==> config.mk <==
export PLATFORM = sky130hd
export DESIGN_NAME = incell_array
export DESIGN_NICKNAME = d
export VERILOG_FILES = /design/src/rtl/incell_pkg.sv /design/src/rtl/incell_clk_tracker.sv /design/src/rtl/incell_capture.sv /design/src/rtl/incell_io_lane.sv /design/src/rtl/incell_array.sv
export SDC_FILE = /design/constraint.sdc
export NUM_CORES = 1
export LEC_CHECK = 0
export CAP_MARGIN = 20
export CORE_MARGIN = 2
export CORE_UTILIZATION = 35
export DETAILED_ROUTE_END_ITERATION = 8
export PLACE_DENSITY_LB_ADDON = 0.05
export SYNTH_ARGS = -nofsm -noshare
export SYNTH_HDL_FRONTEND = slang
export SYNTH_SLANG_ARGS = --single-unit
==> constraint.sdc <==
create_clock -name clk -period 2.3 [get_ports clk]
set_input_delay 0.46 -clock clk [delete_from_list [all_inputs] [get_ports clk]]
set_output_delay 0.46 -clock clk [all_outputs]
set_load 0.02 [all_outputs]
==> src/rtl/incell_pkg.sv <==
package incell_pkg;

    typedef enum logic [1:0] {
        CAP_REG   = 2'd0,
        CAP_LATCH = 2'd1,
        CAP_PASS  = 2'd2
    } cap_mode_e;

    typedef enum logic {
        PH_LOW  = 1'b0,
        PH_HIGH = 1'b1
    } clk_phase_e;

    typedef enum logic {
        SRC_PIN = 1'b0,
        SRC_FB  = 1'b1
    } cap_src_e;

endpackage

==> src/rtl/incell_clk_tracker.sv <==
module incell_clk_tracker
    import incell_pkg::*;
(
    input  logic clk,
    input  logic rst,
    input  logic cell_clk_i,
    output logic rise_o,
    output logic high_o
);

    clk_phase_e state_q;
    clk_phase_e state_d;

    always_comb begin
        state_d = state_q;
        unique case (state_q)
            PH_LOW:  if (cell_clk_i)  state_d = PH_HIGH;
            PH_HIGH: if (!cell_clk_i) state_d = PH_LOW;
            default: state_d = PH_LOW;
        endcase
    end

    always_ff @(posedge clk) begin
        if (rst) state_q <= PH_LOW;
        else     state_q <= state_d;
    end

    always_comb begin
        rise_o = 1'b0;
        unique case (state_q)
            PH_LOW:  rise_o = cell_clk_i;
            PH_HIGH: rise_o = 1'b0;
            default: rise_o = 1'b0;
        endcase
        high_o = cell_clk_i;
    end

    // a fresh high sample of the cell clock yields a capture strobe
    assert_rise_on_edge_R1: assert property (@(posedge clk) disable iff (rst)
        $rose(cell_clk_i) |-> rise_o);

    // at most one strobe per high period
    assert_single_strobe_R1: assert property (@(posedge clk) disable iff (rst)
        rise_o |=> !rise_o);

endmodule

==> src/rtl/incell_capture.sv <==
module incell_capture
    import incell_pkg::*;
(
    input  logic clk,
    input  logic rst,
    input  logic rise_i,
    input  logic high_i,
    input  logic bypass_i,
    input  logic latch_i,
    input  logic d_i,
    output logic q_o
);

    cap_mode_e mode;
    logic      store_q;
    logic      load;

    always_comb begin
        if (bypass_i)     mode = CAP_PASS;
        else if (latch_i) mode = CAP_LATCH;
        else              mode = CAP_REG;
    end

    always_comb begin
        load = 1'b0;
        unique case (mode)
            CAP_REG:   load = rise_i;
            CAP_LATCH: load = high_i;
            CAP_PASS:  load = 1'b0;
            default:   load = 1'b0;
        endcase
    end

    always_ff @(posedge clk) begin
        if (rst)       store_q <= 1'b0;
        else if (load) store_q <= d_i;
    end

    always_comb begin
        q_o = store_q;
        unique case (mode)
            CAP_PASS:  q_o = d_i;
            CAP_LATCH: q_o = high_i ? d_i : store_q;
            CAP_REG:   q_o = store_q;
            default:   q_o = store_q;
        endcase
    end

    // register mode shows the value present at the capturing edge
    assert_reg_capture_R1: assert property (@(posedge clk) disable iff (rst)
        (mode == CAP_REG && rise_i) |=> (mode != CAP_REG || q_o == $past(d_i)));

    // a closed latch keeps its output steady
    assert_latch_hold_R2: assert property (@(posedge clk) disable iff (rst)
        (mode == CAP_LATCH && !high_i) |=> (mode != CAP_LATCH || high_i || $stable(q_o)));

    // bypass leaves the stored value untouched
    assert_bypass_keeps_R4: assert property (@(posedge clk) disable iff (rst)
        (mode == CAP_PASS) |=> $stable(store_q));

    // storage is empty on leaving reset
    assert_reset_clear_R5: assert property (@(posedge clk) disable iff (rst)
        $fell(rst) |-> (store_q == 1'b0));

endmodule

==> src/rtl/incell_io_lane.sv <==
module incell_io_lane
    import incell_pkg::*;
(
    input  logic pad_in_i,
    input  logic lc_out_i,
    input  logic lc_oe_i,
    input  logic lc_fb_i,
    input  logic src_sel_i,
    output logic cap_src_o,
    output logic pad_out_o,
    output logic pad_oe_o
);

    cap_src_e src;

    always_comb begin
        src = cap_src_e'(src_sel_i);
        unique case (src)
            SRC_PIN: cap_src_o = pad_in_i;
            SRC_FB:  cap_src_o = lc_fb_i;
            default: cap_src_o = pad_in_i;
        endcase
    end

    always_comb begin
        pad_out_o = lc_out_i;
        pad_oe_o  = lc_oe_i;
    end

endmodule

==> src/rtl/incell_array.sv <==
module incell_array
    import incell_pkg::*;
#(
    parameter int N_IN = 4,
    parameter int N_IO = 4
) (
    input  logic                 clk,
    input  logic                 rst,
    input  logic                 cell_clk,
    input  logic [N_IN+N_IO-1:0] cfg_bypass,
    input  logic [N_IN+N_IO-1:0] cfg_latch,
    input  logic [N_IO-1:0]      cfg_src,
    input  logic [N_IN-1:0]      in_pin,
    input  logic [N_IO-1:0]      io_pad_in,
    input  logic [N_IO-1:0]      lc_out,
    input  logic [N_IO-1:0]      lc_oe,
    input  logic [N_IO-1:0]      lc_fb,
    output logic [N_IO-1:0]      io_pad_out,
    output logic [N_IO-1:0]      io_pad_oe,
    output logic [N_IN+N_IO-1:0] arr_true,
    output logic [N_IN+N_IO-1:0] arr_comp
);

    localparam int NC = N_IN + N_IO;

    logic          rise;
    logic          high;
    logic [NC-1:0] src_all;
    logic [NC-1:0] q_all;

    incell_clk_tracker u_tracker (
        .clk       (clk),
        .rst       (rst),
        .cell_clk_i(cell_clk),
        .rise_o    (rise),
        .high_o    (high)
    );

    for (genvar i = 0; i < N_IN; i++) begin : g_in_src
        assign src_all[i] = in_pin[i];
    end

    for (genvar k = 0; k < N_IO; k++) begin : g_io_lane
        incell_io_lane u_lane (
            .pad_in_i (io_pad_in[k]),
            .lc_out_i (lc_out[k]),
            .lc_oe_i  (lc_oe[k]),
            .lc_fb_i  (lc_fb[k]),
            .src_sel_i(cfg_src[k]),
            .cap_src_o(src_all[N_IN+k]),
            .pad_out_o(io_pad_out[k]),
            .pad_oe_o (io_pad_oe[k])
        );
    end

    for (genvar c = 0; c < NC; c++) begin : g_cell
        incell_capture u_cap (
            .clk     (clk),
            .rst     (rst),
            .rise_i  (rise),
            .high_i  (high),
            .bypass_i(cfg_bypass[c]),
            .latch_i (cfg_latch[c]),
            .d_i     (src_all[c]),
            .q_o     (q_all[c])
        );
    end

    always_comb begin
        arr_true = q_all;
        arr_comp = ~q_all;
    end

endmodule

Yosys cells after proc, flatten, opt, wreduce, memory -nomap -nowiden:

Index checks and enable logic that the tools add are counted.

* register bits after elaboration: 9
* bits in latches: 0
* memory bits (writable): 0
* bits in read-only memories: 0
* output and inout port bits: 24
* word-level logic and storage cells: 85
* memories: 0

* add/sub/neg operators: 0
* multiply operators: 0
* div/mod/pow operators: 0
* order comparisons: 0
* equality and inequality tests: 16
* shifts and indexed selects: 0
* muxes and demuxes: 46
* bitwise gates (word level): 6
* reduce and logical (&&, ||, !) cells: 8

Operators with widths (count)
* $pmux 1 s2: 21
* $mux 1: 17
* $eq 2x1->1 const B: 8
* $eq 2x2->1 const B: 8
* $logic_not 2->1: 8
* $mux 2: 8
* $not 8->8: 1
* $not 1->1: 5

Depth between registers and ports, before layout:

* depth after elaboration: 5
* depth in mapped cells: 6
* mapped depth without buffers: 3

Modules after synthesis:

Synthesis repeated with hierarchy kept, for this count alone.

* cells, all modules: 96
* area, all modules: 805.8 µm²

By module, submodules not included
* incell_capture: instances 8, cells each 9, area an instance 75.1 µm²
* incell_io_lane: instances 4, cells each 3, area an instance 30.0 µm²
* incell_clk_tracker: instances 1, cells each 4, area an instance 55.1 µm²
* incell_array: instances 1, cells each 8, area an instance 30.0 µm²

Worst setup path before layout:

No wires, ideal clock.

* path type: input to output
* start: input cell_clk
* end: output arr_true[4]
* data arrival time: 1.536 ns
* data required time: 1.840 ns
* setup slack: 0.304 ns
* stages: 6
* cell sequence: buf_6 buf_12 a21oi_2 mux2i_1 inv_1 buf_4

* cells in the longest elaborated chain, start to end: 2

Ends and longest elaborated chain
* from (decl): line incell_array.sv:9 `input logic cell_clk,`
* $mux 1: line incell_capture.sv:43 `CAP_LATCH: q_o = high_i ? d_i : store_q;`
* $pmux 1 s2: line incell_capture.sv:41 `unique case (mode)`
* to (decl): line incell_array.sv:20 `output logic [N_IN+N_IO-1:0] arr_true,`

Every way passes these cells.

Worst setup path after layout:

* start: input cfg_src[2]
* end: output arr_comp[6]

* cells in the longest elaborated chain, start to end: 5

Ends and longest elaborated chain
* from (decl): line incell_array.sv:12 `input logic [N_IO-1:0] cfg_src,`
* $not 1->1: line incell_io_lane.sv:18 `unique case (src)`
* $pmux 1 s2 (*): line incell_io_lane.sv:18
* $mux 1: line incell_capture.sv:43
* $pmux 1 s2 (*): line incell_capture.sv:41
* $not 8->8 (*): line incell_array.sv:71 `arr_comp = ~q_all;`
* to (decl): line incell_array.sv:21 `output logic [N_IN+N_IO-1:0] arr_comp`

Every way passes the cells marked *; elsewhere a longest branch is shown, timed or not.

==> results.md <==
* Fin nets at ~180
* Core region area at between 2000 and 2500 um^2
* DR vias/cell at 4.758
* Required time worst endpoint at about 1.8 ns
* DIE WIDTH at 52.24 um
* Antenna violations before repair at 0
* Synthesized flop and latch total at 9
* Row cnt at 17
* Fin util at 0.5605
* Ratio of final minimum period to clock period at 0.9822
* Dpl hpwl at between 1000 and 1500 um
* Drc violations at 0
* Multi-input logic area at between 400 and 500 um^2
* Synth top cells by count: inv_1, buf_4, a21oi_1
* Post-Syn Nets at 140
* GP Congestion at 0.6567
* Starting DRT DRC Count at 4
* Nature of the critical path endpoint: primary output
* Max VDD drop at ~290 uV
* Cells after Synth at 97
* Final Critical Period at 2.259 ns
* Vias in the first global route at 756
* Clk_lat worst skew at about 0.26 ns
* Area Growth Syn to Fin at 52.23%
* Storage cell area at 180.2 um^2
* Synth top area share at 0.2212
* PD cells at 406.4 nW/um^2
* GR Overflow Total at 0
* Htree depth at 1
* 1st-pass router iterations at 4
* Synth top area cells: dfxtp_1, buf_4, mux2i_1, inv_1, mux2_4
* Leak Pwr at between 0.5 and 0.6 nW
* Final setup viols at 0
* Clock tree buffer depth at 2
* Status: finished clean
* Startpoint Class: input pin
* WP data arrival at around 1.8 ns
* Routed WL per cell at between 10 and 15 um
* Max Clk Rate at roughly 440 MHz
* Buffers & Inverters on Critical Path at 2
* Worst slack at placement at -0.3595 ns
* Fraction of layout cells with a size suffix above 1 at 0.1533
* DRT antenna net count at 0
* Finished Layout Cells at approximately 170
* Die ar. at between 2000 and 3000 um^2
* Largest net degree at the start of global routing at 10
* Wirelength, routed at 1862 um
* Max Slew Vio Count at 0
* Top-count cell post-synth: inv_1
* Kind of critical path: in2out
* TritonCTS Buffers at 3
* Number of port buffers at 50
* Clock Root Buffer: clkbuf_4
* Cell area after synthesis at a little over 800 um^2
* Post-Synthesis Mean Instance Area at about 8.4 um^2
* # diodes at 0
* CTS sink count at 9
* Crit path max-delay family: buffers and inverters
* Worst Slack Setup Final at slightly above 0.04 ns
* Die Height at around 52 um
* Fill cell count at roughly 240
* Register area share after synthesis at 0.2212
* Vias post-DR at ~800
* CP Cell Sequence: clkdlybuf4s50_1 > mux2_4 > mux2i_2 > dlygate4sd2_1
* Number of flops mapped to enable cells by yosys at 0
* Final Power at just over 0.5 mW
* Min-Delay Path Class: reg2reg
* Area leader, netlist: dfxtp_1
* Cts hold-fix bufs at 0
* Library cells used by synthesis at 17
* Slowest stage cell, crit path: clkdlybuf4s50_1
* Top Ports at 67
* Max Cap Viol at 0
* Slew margin rel. at 0.8098
* Starting density of the core at 0.3682
* TNS Setup at 0 ns
* Tot GR Track Use at 0.1456
* Worst-margin pin slew at around 0.28 ns
* Crit-path max cell delay at about 0.48 ns
* Wire length of the first global-routing pass at 2973 um
* Final Hold Viols at 0
* Clk slew on worst S/H paths at roughly 0.06 ns
* Critical-path maximum fanout at 2
* Clock skew at between 0.002 and 0.003 ns
* Placed Cells at between 150 and 200
* Asr flop ratio synth at 0
* CTS tree: yes
* Top FF cell, synth: dfxtp_1
* Ys Warns at 0
## sequential cells by signal, summed over array words and instances, names as in the netlist
name / cells
g_cell.u_cap.store_q: 8
u_tracker.state_q: 1
## worst min-delay path, stage by stage, from the launching register on
cell	delay, ns
dfxtp_1	0.31
inv_1	0.05
a31o_2	0.08
a21oi_1	0.05
## per-layer routing
| metal | vias up | track usage | share of wire |
|---|---|---|---|
| met1 | 349 | 0.1301 | 0.37 |
| li1 | 393 | - | - |
| met2 | 33 | 0.2785 | 0.51 |
| met3 | 10 | 0.05714 | 0.10 |
| met5 | - | 0 | 0 |
| met4 | 0 | 0.07265 | 0.020 |
## where the power goes
part | switching [mW] | internal (mW)
logic | 0.0921 | 0.119
clock network | 0.0555 | 0.0669
registers | 0.00590 | 0.165
## timing repair
action | CTS | global route
resized for setup | 22 | 5
buffers inserted | 0 | 0
setup endpoints to repair | 16 | 4
pin swaps | 0 | 0
## kinds of logic after synthesis
group,after synthesis,synth area share
buffers and inverters,35,0.2642
AOI/OAI and AO/OA,24,0.2074
and+or+nand+nor,17,0.1336
DFF,9,0.2212
muxes,12,0.1736
## cell usage in the layout (no fill, tap or decap), types with 5 or more instances in the layout
cell type / synthesis / layout
nand2b_1: 6 / 6
nor2b_1: 5 / 5
dlygate4sd2_1: 0 / 13
a21oi_1: 11 / 10
inv_1: 17 / 17
mux2i_1: 7 / 6
dfxtp_1: 9 / 9
clkdlybuf4s50_1: 0 / 33
## final timing paths
kind | start | to | slack (ns) | cells after the start
max reg2reg | u_tracker.state_q | g_cell[3].u_cap.store_q | 1.24 | 3
min reg2reg | g_cell[2].u_cap.store_q | g_cell[2].u_cap.store_q | 0.53 | 3
max | cfg_src[2] | arr_comp[6] | 0.04 | 4
min | g_cell[2].u_cap.store_q | g_cell[2].u_cap.store_q | 0.53 | 3
## metrics by stage
step / area [um^2] / hold slack (ns)
floorplan: 814.5 / 0.5055
global placement: 1229 / 0.5217
global route: 1240 / 0.5686
finish: 1240 / 0.5342
CTS: 1245 / 0.5385
detailed placement: 1229 / 0.5292
## final cells by class
type                            instances  share of cell area
Tap cell                               28             0.02825
Clock buffer                            4             0.02119
Inverter                               17             0.05146
Timing Repair Buffer                   54              0.4097
Multi-Input combinational cell         53              0.3441
Sequential cell                         9              0.1453
No activity file was read; power rests on OpenSTA's default activity.
